### src/rtl/ivt_pkg.sv
package ivt_pkg;
  localparam int DW  = 32;
  localparam int HW  = 16;
  localparam int PW  = 8;
  localparam int AW  = 4;
  localparam int NCH = 2;
  localparam int NEV = 2 * NCH;

  typedef enum logic [AW-1:0] {
    A_CFG = 4'd0, A_CTRL = 4'd1, A_MODE = 4'd2, A_LOAD = 4'd4,
    A_MATCH = 4'd6, A_PRE = 4'd8, A_VAL = 4'd10,
    A_STAT = 4'd12, A_MASK = 4'd13, A_MSTAT = 4'd14, A_CLR = 4'd15
  } addr_e;

  localparam logic [2:0] CFG_JOIN = 3'b000;
  localparam logic [1:0] MODE_ONE = 2'b01;
  localparam logic [1:0] MODE_PER = 2'b10;
endpackage

### src/rtl/ivt_chan.sv
module ivt_chan #(
  parameter int W  = 32,
  parameter int HW = 16,
  parameter int PW = 8
) (
  input  logic         clk_i,
  input  logic         rst_ni,
  input  logic         run_i,
  input  logic         wide_i,
  input  logic         up_i,
  input  logic         oneshot_i,
  input  logic [W-1:0] load_i,
  input  logic [W-1:0] match_i,
  input  logic [PW-1:0] pre_i,
  input  logic         set_i,
  input  logic [W-1:0] set_val_i,
  output logic [W-1:0] cnt_o,
  output logic         tmo_o,
  output logic         mat_o,
  output logic         done_o
);
  localparam logic [W-1:0] LO_MASK = W'({HW{1'b1}});

  logic [W-1:0]  cnt_q, nxt, msk, lim;
  logic [PW-1:0] pre_q;
  logic          run_q, start, use_pre, tick, term;

  assign msk     = wide_i ? '1 : LO_MASK;
  assign lim     = load_i & msk;
  assign start   = run_i & ~run_q;
  assign use_pre = ~wide_i & ~up_i;
  assign tick    = run_i & ~start & ~set_i & (~use_pre | (pre_q == '0));
  assign term    = up_i ? (cnt_q == lim) : (cnt_q == '0);

  always_comb begin
    if (term) nxt = up_i ? '0 : lim;
    else      nxt = (up_i ? cnt_q + 1'b1 : cnt_q - 1'b1) & msk;
  end

  assign tmo_o  = tick & term;
  assign mat_o  = tick & (nxt == (match_i & msk));
  assign done_o = tmo_o & oneshot_i;
  assign cnt_o  = cnt_q;

  always_ff @(posedge clk_i or negedge rst_ni) begin
    if (!rst_ni) begin
      run_q <= 1'b0;
      cnt_q <= '0;
      pre_q <= '0;
    end else begin
      run_q <= run_i;
      if (set_i)      cnt_q <= set_val_i & msk;
      else if (start) cnt_q <= up_i ? '0 : lim;
      else if (tick)  cnt_q <= nxt;
      if (!run_i || start)  pre_q <= pre_i;
      else if (use_pre)     pre_q <= (pre_q == '0) ? pre_i : pre_q - 1'b1;
    end
  end
endmodule

### src/rtl/ivt_irq.sv
module ivt_irq #(
  parameter int N = 4
) (
  input  logic         clk_i,
  input  logic         rst_ni,
  input  logic [N-1:0] ev_i,
  input  logic [N-1:0] clr_i,
  input  logic         mask_we_i,
  input  logic [N-1:0] mask_d_i,
  output logic [N-1:0] raw_o,
  output logic [N-1:0] mask_o,
  output logic         irq_o
);
  logic [N-1:0] raw_q, mask_q;

  always_ff @(posedge clk_i or negedge rst_ni) begin
    if (!rst_ni) begin
      raw_q  <= '0;
      mask_q <= '0;
    end else begin
      raw_q <= (raw_q & ~clr_i) | ev_i;  // event beats clear
      if (mask_we_i) mask_q <= mask_d_i;
    end
  end

  assign raw_o  = raw_q;
  assign mask_o = mask_q;
  assign irq_o  = |(raw_q & mask_q);
endmodule

### src/rtl/ivt_timer.sv
module ivt_timer
  import ivt_pkg::*;
#(
  parameter int DATA_W = DW,
  parameter int ADDR_W = AW
) (
  input  logic              clk_i,
  input  logic              rst_ni,
  input  logic              we_i,
  input  logic [ADDR_W-1:0] addr_i,
  input  logic [DATA_W-1:0] wdata_i,
  output logic [DATA_W-1:0] rdata_o,
  output logic              irq_o
);
  logic [2:0]        cfg_q;
  logic [NCH-1:0]    en_q, run, set, done, tmo, mat;
  logic [2:0]        mode_q  [NCH];
  logic [DATA_W-1:0] load_q  [NCH];
  logic [DATA_W-1:0] match_q [NCH];
  logic [PW-1:0]     pre_q   [NCH];
  logic [DATA_W-1:0] cnt     [NCH];
  logic [NEV-1:0]    ev, clr, raw, mask;
  logic              wide;

  assign wide = (cfg_q == CFG_JOIN);

  always_ff @(posedge clk_i or negedge rst_ni) begin
    if (!rst_ni) begin
      cfg_q <= '0;
      en_q  <= '0;
      for (int i = 0; i < NCH; i++) begin
        mode_q[i]  <= '0;
        load_q[i]  <= '1;
        match_q[i] <= '1;
        pre_q[i]   <= '0;
      end
    end else begin
      if (we_i) begin
        if (addr_i == A_CFG)  cfg_q <= wdata_i[2:0];
        if (addr_i == A_CTRL) en_q  <= wdata_i[NCH-1:0];
        for (int i = 0; i < NCH; i++) begin
          if (addr_i == A_MODE  + ADDR_W'(i)) mode_q[i]  <= wdata_i[2:0];
          if (addr_i == A_LOAD  + ADDR_W'(i)) load_q[i]  <= wdata_i;
          if (addr_i == A_MATCH + ADDR_W'(i)) match_q[i] <= wdata_i;
          if (addr_i == A_PRE   + ADDR_W'(i)) pre_q[i]   <= wdata_i[PW-1:0];
        end
      end
      for (int i = 0; i < NCH; i++)
        if (done[i]) en_q[i] <= 1'b0;  // one-shot self-disable
    end
  end

  for (genvar g = 0; g < NCH; g++) begin : g_ch
    localparam bit CAN_JOIN = (g == 0);
    logic ok_mode;
    assign ok_mode = (mode_q[g][1:0] == MODE_ONE) || (mode_q[g][1:0] == MODE_PER);
    assign run[g] = en_q[g] & ok_mode & (CAN_JOIN | ~wide);
    assign set[g] = we_i & (addr_i == A_VAL + ADDR_W'(g)) & (CAN_JOIN | ~wide);

    ivt_chan #(.W(DATA_W), .HW(HW), .PW(PW)) u_chan (
      .clk_i     (clk_i),
      .rst_ni    (rst_ni),
      .run_i     (run[g]),
      .wide_i    (CAN_JOIN & wide),
      .up_i      (mode_q[g][2]),
      .oneshot_i (mode_q[g][1:0] == MODE_ONE),
      .load_i    (load_q[g]),
      .match_i   (match_q[g]),
      .pre_i     (pre_q[g]),
      .set_i     (set[g]),
      .set_val_i (wdata_i),
      .cnt_o     (cnt[g]),
      .tmo_o     (tmo[g]),
      .mat_o     (mat[g]),
      .done_o    (done[g])
    );
    assign ev[2*g]   = tmo[g];
    assign ev[2*g+1] = mat[g];
  end

  assign clr = (we_i && addr_i == A_CLR) ? wdata_i[NEV-1:0] : '0;

  ivt_irq #(.N(NEV)) u_irq (
    .clk_i     (clk_i),
    .rst_ni    (rst_ni),
    .ev_i      (ev),
    .clr_i     (clr),
    .mask_we_i (we_i && addr_i == A_MASK),
    .mask_d_i  (wdata_i[NEV-1:0]),
    .raw_o     (raw),
    .mask_o    (mask),
    .irq_o     (irq_o)
  );

  always_comb begin
    rdata_o = '0;
    unique case (addr_i)
      A_CFG:          rdata_o = DATA_W'(cfg_q);
      A_CTRL:         rdata_o = DATA_W'(en_q);
      A_MODE:         rdata_o = DATA_W'(mode_q[0]);
      A_MODE + 4'd1:  rdata_o = DATA_W'(mode_q[1]);
      A_LOAD:         rdata_o = load_q[0];
      A_LOAD + 4'd1:  rdata_o = load_q[1];
      A_MATCH:        rdata_o = match_q[0];
      A_MATCH + 4'd1: rdata_o = match_q[1];
      A_PRE:          rdata_o = DATA_W'(pre_q[0]);
      A_PRE + 4'd1:   rdata_o = DATA_W'(pre_q[1]);
      A_VAL:          rdata_o = cnt[0];
      A_VAL + 4'd1:   rdata_o = wide ? DATA_W'(cnt[0][DATA_W-1:HW]) : cnt[1];
      A_STAT:         rdata_o = DATA_W'(raw);
      A_MASK:         rdata_o = DATA_W'(mask);
      A_MSTAT:        rdata_o = DATA_W'(raw & mask);
      default:        rdata_o = '0;
    endcase
  end
endmodule

### config.mk
export PLATFORM = sky130hd
export DESIGN_NAME = ivt_timer
export DESIGN_NICKNAME = d
export VERILOG_FILES = /design/src/rtl/ivt_pkg.sv /design/src/rtl/ivt_chan.sv /design/src/rtl/ivt_irq.sv /design/src/rtl/ivt_timer.sv
export SDC_FILE = /design/constraint.sdc
export NUM_CORES = 1
export LEC_CHECK = 0
export ABC_AREA = 1
export BUFFER_PORTS_ARGS = -buffer_cell sky130_fd_sc_hd__buf_4
export CORE_MARGIN = 5
export CORE_UTILIZATION = 50
export CTS_CLUSTER_SIZE = 16
export DETAILED_ROUTE_END_ITERATION = 8
export HOLD_SLACK_MARGIN = 0.12
export PLACE_DENSITY = 0.75
export SYNTH_ARGS = -nofsm -noshare
export SYNTH_HDL_FRONTEND = slang
export SYNTH_HIERARCHICAL = 1
export SYNTH_SLANG_ARGS = --single-unit
export TNS_END_PERCENT = 10
### constraint.sdc
create_clock -name clk_i -period 6.09 [get_ports clk_i]
set_input_delay 0.9135 -clock clk_i [delete_from_list [all_inputs] [get_ports clk_i]]
set_output_delay 0.9135 -clock clk_i [all_outputs]
set_load 0.05 [all_outputs]
Word level (Yosys, flattened, before mapping):

Cells that the tools add are included.

* word-level logic and storage cells: 151
* output and inout bits: 33
* ROM bits: 0
* memories kept: 0
* bits in registers: 245
* input bits: 39
* RAM bits: 0
* latch bits: 0

* add/sub/neg operators: 6
* reductions and logical operators: 33
* bitwise operators: 41
* magnitude comparators: 0
* shifts and indexed selects: 0
* equal/unequal tests: 24
* div/mod/pow operators: 0
* muxes and demuxes: 28
* multipliers: 0

Operator list (number)
* $pmux 32 s15: 1
* $mux 32: 11
* $and 32x32->32: 4
* $eq 32x32->1: 2
* $logic_not 32->1: 2
* $mux 16: 3
* $mux 8: 6
* $add 32x1->32 const B: 1
* $eq 32x16->1: 1
* $eq 4x4->1 const B: 8
* $sub 32x1->32 const B: 1
* $reduce_and 2->1: 11
* $and 1x1->1: 21
* $add 16x1->16 const B: 1
* $eq 16x16->1: 1
* $eq 4x3->1 const B: 4
* $logic_not 8->1: 2
* $sub 16x1->16 const B: 1
* $sub 8x1->8 const B: 2
* $and 4x4->4: 3
* $reduce_bool 2->1: 5
* $not 1->1: 9
* $eq 4x2->1 const B: 2
* $reduce_bool 3->1: 2
* other kinds (16): 28

Logic depth before layout (Yosys ltp):

Gate-level depths: netlist of run 1.

* depth in word-level cells: 13
* gate-level depth with buffers: 28
* mapped depth without buffers: 24

Cells and area by module:

The synthesis of run 1 kept the hierarchy.

Modules (own cells, without submodules)
* ivt_chan: area an instance 6449.9 sq um, times used 2, cells an instance 1192, seq. area each 1026.0 sq um
* ivt_timer: area an instance 8212.9 sq um, times used 1, cells an instance 1018, seq. area each 4038.9 sq um
* ivt_irq: area an instance 329.1 sq um, times used 1, cells an instance 37, seq. area each 200.2 sq um

Least setup slack after synthesis of run 1:

OpenSTA, ideal clock, no wires.

* path kind: reg2reg
* start: register mode_q[5] (netlist name)
* end: register u_irq.raw_q[1] (netlist: u_irq/raw_o[1])
* data arrival time: 3.330 ns
* setup slack: 2.637 ns
* stages on the path, launching flop included: 22
* required time: 5.966 ns
* path buffers: 3
* period minus slack after synthesis: 3.453 ns
* cell sequence: dfrtp_1 > buf_2 > inv_1 > buf_1 > buf_2 > ha_1 > nand2_1 > inv_1 > a21oi_1 > nand3_1 > nand3_1 > nand3_1 > or2_2 > nand3_1 > nand2_1 > nand2_1 > nand2_1 > nand2_1 > nor2_1 > nand3_1 > nor2_1 > o21bai_1

* cells in the longest elaborated chain, start to end: 7
* elaborated cells on any way between the ends: 13

RTL lines
* start, declared: RTL line ivt_timer.sv:17 `logic [2:0] mode_q [NCH];`
* start signal, assigned by index: RTL line ivt_timer.sv:42 `if (addr_i == A_MODE + ADDR_W'(i)) mode_q[i] <= wdata_i[2:0];`
* branches (longest 5 deep; another with $mux 32)
* $and 1x1->1 *: RTL line ivt_chan.sv:41 `assign mat_o = tick & (nxt == (match_i & msk));`
* via ev[1]: RTL line ivt_timer.sv:22 `logic [NEV-1:0] ev, clr, raw, mask;`
* $or 4x4->4 *: RTL line ivt_irq.sv:21 `raw_q <= (raw_q & ~clr_i) | ev_i;`
* end signal, assigned: RTL line ivt_irq.sv:21
* end, declared: RTL line ivt_irq.sv:14 `logic [N-1:0] raw_q, mask_q;`

Mark *: on every way through the listed nets, which the timed path passes.
A chain may end at the register's enable or synchronous reset.

Final worst setup path of run 1:

* start: register cfg_q[0]
* end: register u_irq.raw_q[1] (netlist: u_irq/raw_o[1])

* cells in the longest elaborated chain, start to end: 9
* elaborated cells on any way between the ends: 17

RTL lines
* start, declared: RTL line ivt_timer.sv:15 `logic [2:0] cfg_q;`
* start signal, assigned: RTL line ivt_timer.sv:39 `if (addr_i == A_CFG) cfg_q <= wdata_i[2:0];`
* $logic_not 3->1 *: RTL line ivt_timer.sv:25 `assign wide = (cfg_q == CFG_JOIN);`
* $mux 32: RTL line ivt_chan.sv:28 `assign msk = wide_i ? '1 : LO_MASK;`
* $and 32x32->32: RTL line ivt_chan.sv:29 `assign lim = load_i & msk;`
* $eq 32x32->1: RTL line ivt_chan.sv:33 `assign term = up_i ? (cnt_q == lim) : (cnt_q == '0);`
* $mux 1: RTL line ivt_chan.sv:33
* $mux 32: RTL line ivt_chan.sv:36 `if (term) nxt = up_i ? '0 : lim;`
* $eq 32x32->1: RTL line ivt_chan.sv:41
* $and 1x1->1 *: RTL line ivt_chan.sv:41
* via ev[1]: RTL line ivt_timer.sv:22
* $or 4x4->4 *: RTL line ivt_irq.sv:21

Mark *: on every way through the listed nets, which the timed path passes. The rest lies on a longest branch.

==> results of run 1 <==
-- final timing paths --
check                                        start                              endpoint
max                           cfg_q[0]$_DFFE_PN0P_              u_irq/raw_o[1]$_DFF_PN0_
min                                         rst_ni   g_ch[0].u_chan/pre_q[5]$_DFFE_PN0P_
max reg2reg                   cfg_q[0]$_DFFE_PN0P_              u_irq/raw_o[1]$_DFF_PN0_
min reg2reg                match_q[63]$_DFFE_PN1P_               match_q[63]$_DFFE_PN1P_
max in group asynchronous                   rst_ni  g_ch[0].u_chan/cnt_o[20]$_DFFE_PN0P_
min in group clk_i         match_q[63]$_DFFE_PN1P_               match_q[63]$_DFFE_PN1P_
-- per-layer routing --
layer  GRT usage  vias up  part of all wire
met3      0.0510      270              0.10
met5           0        -           0.00034
met1       0.434    10600              0.40
li1            -    11100                 -
met2       0.510     1309              0.44
met4       0.151        4             0.059
-- power by group through the flow --
stage          Clock, mW  Sequential (mW)  Combinational [mW]
3_5_place_dp           0             3.08                6.46
5_1_grt             1.88             3.12                7.53
3_3_place_gp           0             3.07                6.42
2_1_floorplan          0             2.66                5.02
6_report            1.79             3.09                6.73
4_1_cts             1.80             3.05                6.50
-- worst max-delay path, stage by stage (launching register included) --
cell and delay, ps:
dfrtp_1 390, nor2_1 220, nand2_1 300, inv_2 770, nand2_1 160, nand2_1 110
nand2_1 60, nand2_1 70, nor2_1 50, nand3_1 70, nor2_1 50, nand2_2 270
nand2_2 510, nor2_2 630, nand2_1 170, nand2_1 110, nand3_1 70, nand2_1 100
nand2_1 50, nor2_1 140, nand3_1 120, nor2_1 120, o21bai_1 110
-- placed cells by master, fill, tap and decap left out, drive strengths merged --
cell / netlist / final
and2: 2 / 2
dfrtp: 117 / 117
conb: 1 / 3
nand2: 1260 / 1260
o21a: 6 / 6
and3: 2 / 2
dfstp: 128 / 128
nand3b: 50 / 50
clkinv: 7 / 14
o21bai: 16 / 16
o21ai: 262 / 262
nand3: 258 / 258
or2: 7 / 7
a22oi: 54 / 54
xor2: 22 / 22
o22ai: 2 / 2
a21oi: 211 / 211
xnor2: 18 / 18
fa: 2 / 2
nor2: 341 / 341
nor4: 4 / 4
clkbuf: 40 / 38
a211oi: 2 / 2
ha: 66 / 66
buf: 80 / 87
inv: 390 / 391
nand4: 35 / 35
clkinvlp: 0 / 1
bufinv: 0 / 3
nor3: 19 / 19
o211ai: 37 / 37
-- flip-flops by register name, summed over array words and instances, names as in the netlist, 3 cells and up --
| signal | cells |
|---|---|
| match_q | 64 |
| u_irq/mask_o | 4 |
| u_irq/raw_o | 4 |
| mode_q | 6 |
| load_q | 64 |
| g_ch.u_chan/cnt_o | 64 |
| pre_q | 16 |
| cfg_q | 3 |
| g_ch.u_chan/pre_q | 16 |
-- final cells by class --
type	count	area [um2]
clock buffer	38	800
tap	539	674
inverter	397	1490
timing repair buffer	87	661
sequential	245	6290
fill	4334	19300
clock inverter	12	154
multi-input combinational	2679	12900
-- cells by family (layout without fill, tap and decap cells) --
group | count (synthesis) | in the layout
AND/OR/NAND/NOR | 1978 | 1978
AO/OA/AOI/OAI | 590 | 590
buffers and inverters | 517 | 534
flip-flops | 245 | 245
adder cells (fa/ha/maj) | 68 | 68
XOR/XNOR | 40 | 40
other | 1 | 3
==> metrics.txt, run 1 <==
status complete, no violations; WL/cell 19.7 um; Post-synth ARST share 1.00; R2R Setup Slk 1290 ps; post-CTS setup buffers 0; final-report hold violation count 0; Detail Placement HPWL 60.1 mm; clock-pin slew on the worst setup and hold paths 70 ps; Max FO, Critical Path 56; clock latency on the worst-skew pair 580 ps; fmax 208 MHz; count of cell types in the netlist 44; RD Place Congestion 1.03; number of synthesized flops with an enable pin 0; first-pass GRT wire length 121 mm; hold_buf cts 0; max_cap viols 0; IO Port Bufs 71; Pwr Density 505 nW/um2; vias in the first global route 21200; Routed Antenna Nets 0; post-synth top area share 0.217; largest net degree at the start of global routing 114; r2r worst-path depth 22; Detailed Route WL 78.7 mm; Die H 217 um; Adder-Cell Fraction of Synth Area 0.0404; Fin Setup TNS 0 ps; Layout Cells excl Fill 3997; CTS tree done; synthesized-area fraction occupied by and/or/nand/nor cells 0.389; die area 47100 um2; Core ar. 42200 um2; post-route setup slack 1290 ps; commonest cells in the netlist 1237 x nand2_1, 378 x inv_1, 327 x nor2_1; sw power 6.01 mW; total number of vias 23300; all-layer global routing usage 0.322; DR DRC count 0; max_slew headroom 0.308; RSZ-0062 raised after global routing false; synth warn 6; Int Power 5.60 mW; logic gate share of total power 0.580; CTS H-Tree Depth 1; power share of the clock group 0.154; Max VDD drop 0.267 mV; DRT iter0 DRCs 2953; min-delay worst type in -> async; Final period util 0.789; Setup CP Type reg -> reg; final-report max-slew violation count 0; Period minus WS final 4800 ps; layout cells sized above 1 0.0989; xor and xnor area share after synthesis 0.0163; top cells by area, synth nand2_1 22%, dfstp_2 16%, dfrtp_1 14%, inv_1 6.6%, nand3_1 6.0%; Post-Syn Instances 3439; Root Driver clkbuf_16; Post-Place Cells 3947; Initial Util 0.508; Overall Power 11.6 mW; Setup Skew 28.8 ps; count leader, synth nand2_1; grt total ovfl 0; Avg Inst Size Synth 6.23 um2; largest family of logic cells by synthesized area simple AND/OR/NAND/NOR gates; worst-margin pin slew 1030 ps; post-synthesis sequential area ratio 0.293; Sw Ratio 0.517; Synth area leader nand2_1; Core Util, Final 0.544; standard-cell rows 75; Ant. Diodes 0; Worst Setup Start Kind flop; first-pass iteration count of the detailed router 6; post-CTS resize count 0; Critical Path RT 6570 ps; Post-DP Area 22000 um2; Worst Setup End Kind flop; final hold slack 392 ps; synth-to-layout area growth 7.14%; number of nets in the layout 3544; number of synthesized register bits 245; post-route cell area 23000 um2; initial antenna violation count 2; CP Data Arrival Time 5290 ps; chip width 217 um; worst-case clock buffer depth 3; cts bufs inserted 27; top_reg_cell synth dfstp_2; num ports 72; Final setup viols 0; mux cell area share after synthesis 0; Seq pwr share 0.266; pre-CTS WS 1530 ps; Static Leak 11.8 nW; Syn Std Cell Area 21400 um2; Compound-Gate Fraction of Synth Area 0.154; Vias/cell 5.83; clock sinks 245
Note: power is estimated with default switching activity, not from simulation.
==> inputs of run 2 (changes only) <==
Clock period 6.09 ns to 4.88 ns, I/O delays scaled along.
==> run 2 against run 1 <==
Compared with the run above:
- clock power rose by 27%
- utilization rose by 0.14 points
- critical endpoint unchanged
- largest power group unchanged
- highest routed layer unchanged
- critical path type unchanged
- count of clock-buffer cells in the layout fell by 8
- largest cell class unchanged
==> metrics.txt, run 2 (same netlist as run 1, synthesis figures left out) <==
Detail Placement HPWL 60.0 mm (-0.11%); Vias/cell 5.80 (-0.62%); RR Endpoint u_irq/raw_o[1]$_DFF_PN0_; chip width 217 um (unchanged); GRT Max-Usage Layer met2; Root Driver clkbuf_16; Final period util 0.903 (+0.114); clock sinks 245 (unchanged); r2r worst-path depth 22 (unchanged); Routed Antenna Nets 0 (unchanged); IO Port Bufs 71 (unchanged); Die H 217 um (unchanged); min-delay worst type in -> async; Worst Setup End Kind flop; Critical Path RT 5370 ps (-1200 ps); clock-pin slew on the worst setup and hold paths 70 ps (about the same); synth-to-layout area growth 7.42%; standard-cell rows 75 (unchanged); fmax 227 MHz (+9.0%); vias in the first global route 21000 (-0.65%); cts bufs inserted 27 (unchanged); sw power 7.50 mW (+25%); initial antenna violation count 1 (-1); CTS tree done; Static Leak 11.9 nW (+0.31%); CP Data Arrival Time 4900 ps (-390 ps); max_slew headroom 0.344 (+0.0363); Core Util, Final 0.545 (+0.00142); first-pass GRT wire length 120 mm (-0.68%); Max VDD drop 0.393 mV (+47%); Int Power 7.03 mW (+25%); status complete, no violations; worst-margin pin slew 978 ps (-54.1 ps); RSZ-0062 raised after global routing false; grt total ovfl 0 (unchanged); RD Place Congestion 1.04 (+0.37%); hold_buf cts 0 (unchanged); final-report hold violation count 0 (unchanged); die area 47100 um2 (unchanged); Pwr Density 631 nW/um2 (+25%); post-CTS setup buffers 0 (unchanged); most common library cell in the layout ignoring fill and taps nand2_1; commonest non-fill, non-tap cells in the layout 1237 x nand2_1, 376 x inv_1, 323 x nor2_1, 258 x nand3_1, 211 x a21oi_1; met1 Use GR 0.425 (-0.00820); number of nets in the layout 3546 (+0.056%); layout cells sized above 1 0.101 (+0.00197); worst-case clock buffer depth 3 (unchanged); WL/cell 19.6 um (-0.54%); DR DRC count 0 (unchanged); Core ar. 42200 um2 (unchanged); num ports 72 (unchanged); R2R Setup Slk 480 ps (-810 ps); Setup CP Type reg -> reg; area of the multi-input gates 12900 um2 (unchanged); GRT met2 Usage 0.510 (about the same); power share of the clock group 0.157 (+0.003); register area 6290 um2 (unchanged); first-pass iteration count of the detailed router 7 (+1); Detailed Route WL 78.3 mm (-0.49%); Fin Setup TNS 0 ps (unchanged); Sw Ratio 0.516 (-0.000970); Setup Skew 15.9 ps (-12.9 ps); Ant. Diodes 0 (unchanged); Final setup viols 0 (unchanged); Fillers 4284 (-1.2%); Period minus WS final 4400 ps (-399 ps); Seq pwr share 0.265 (about the same); post-CTS resize count 0 (unchanged); reg-to-reg startpoint cfg_q[0]$_DFFE_PN0P_; Worst Setup Start Kind flop; clock latency on the worst-skew pair 570 ps (about the same); Max FO, Critical Path 53 (-5.4%); Initial Util 0.508 (unchanged); CTS H-Tree Depth 1 (unchanged); max_cap viols 0 (unchanged); met3 GRT Util 0.0589 (+0.00792); total number of vias 23200 (-0.57%); DRT iter0 DRCs 2811 (-4.8%); logic gate share of total power 0.578 (-0.002); largest net degree at the start of global routing 103 (-9.6%); all-layer global routing usage 0.320 (-0.00232); final-report max-slew violation count 0 (unchanged)
-- run 2: cell types whose count changed in the layout (fill, tap and decap cells not counted) --
cell and change:
clkbuf_16 -2, buf_12 +2, inv_6 +1, clkbuf_8 -1, bufinv_16 +2, clkinv_2 +4
clkinv_4 +2, inv_2 -1, clkbuf_1 -5
-- run 2: worst max-delay path by stage --
| stage | to | cells past startpoint | from |
|---|---|---|---|
| after floorplan | u_irq/raw_o[1]$_DFF_PN0_ | 21 | mode_q[5]$_DFFE_PN0P_ |
| after global placement | u_irq/raw_o[1]$_DFF_PN0_ | 17 | cfg_q[0]$_DFFE_PN0P_ |
| after detailed placement | u_irq/raw_o[1]$_DFF_PN0_ | 19 | cfg_q[0]$_DFFE_PN0P_ |
| after CTS | u_irq/raw_o[1]$_DFF_PN0_ | 19 | cfg_q[0]$_DFFE_PN0P_ |
| after global routing | u_irq/raw_o[1]$_DFF_PN0_ | 22 | cfg_q[0]$_DFFE_PN0P_ |
| final | u_irq/raw_o[1]$_DFF_PN0_ | 22 | cfg_q[0]$_DFFE_PN0P_ |
-- run 2: per-stage QoR --
step / std cells / hold slack (ps) / setup WS [ps] / instance area [um2] / total power, mW
2_1_floorplan: 3441 / 436 / 1430 / 21400 / 9.58
3_3_place_gp: 3949 / 470 / 522 / 22100 / 11.9
3_5_place_dp: 3949 / 476 / 414 / 22100 / 11.9
4_1_cts: 3999 / 246 / 361 / 23000 / 14.2
5_1_grt: 3999 / 250 / 81.7 / 23000 / 15.7
6_report: 3999 / 178 / 475 / 23000 / 14.5
-- run 2: worst max-delay path, cell delays in order, from the launching register on --
cell	delay, ps
dfrtp_1	390
nor2_1	200
nand2_1	310
inv_4	500
nand2_1	130
nand2_1	100
nand2_1	50
nand2_1	60
nor2_1	50
nand3_1	80
nor2_1	50
nand2_2	300
nand2_2	480
nor2_2	620
nand2_1	160
nand2_1	100
nand3_1	80
nand2_1	80
nand2_1	50
nor2_1	110
nand3_1	110
nor2_1	130
o21bai_1	120
-- run 2: area by class of cell --
cell class	count	area share
multi-input combinational	2679	0.560
tap	539	0.0293
inverter	397	0.0649
timing repair buffer	89	0.0304
clock buffer	30	0.0311
clock inverter	20	0.0110
sequential	245	0.273
-- run 2: per-layer routing --
layer / vias up / share of wire
met2: 1259 / 0.44
met5: - / 0.00014
met3: 265 / 0.099
met4: 2 / 0.059
met1: 10600 / 0.40
li1: 11100 / -
-- run 2: power groups by stage --
stage | sequential (mW) | combinational (mW) | clock [mW]
after detailed placement | 3.84 | 8.07 | 0
after CTS | 3.81 | 8.11 | 2.28
after global routing | 3.89 | 9.40 | 2.37
after global placement | 3.84 | 8.02 | 0
after floorplan | 3.32 | 6.26 | 0
final | 3.85 | 8.39 | 2.28
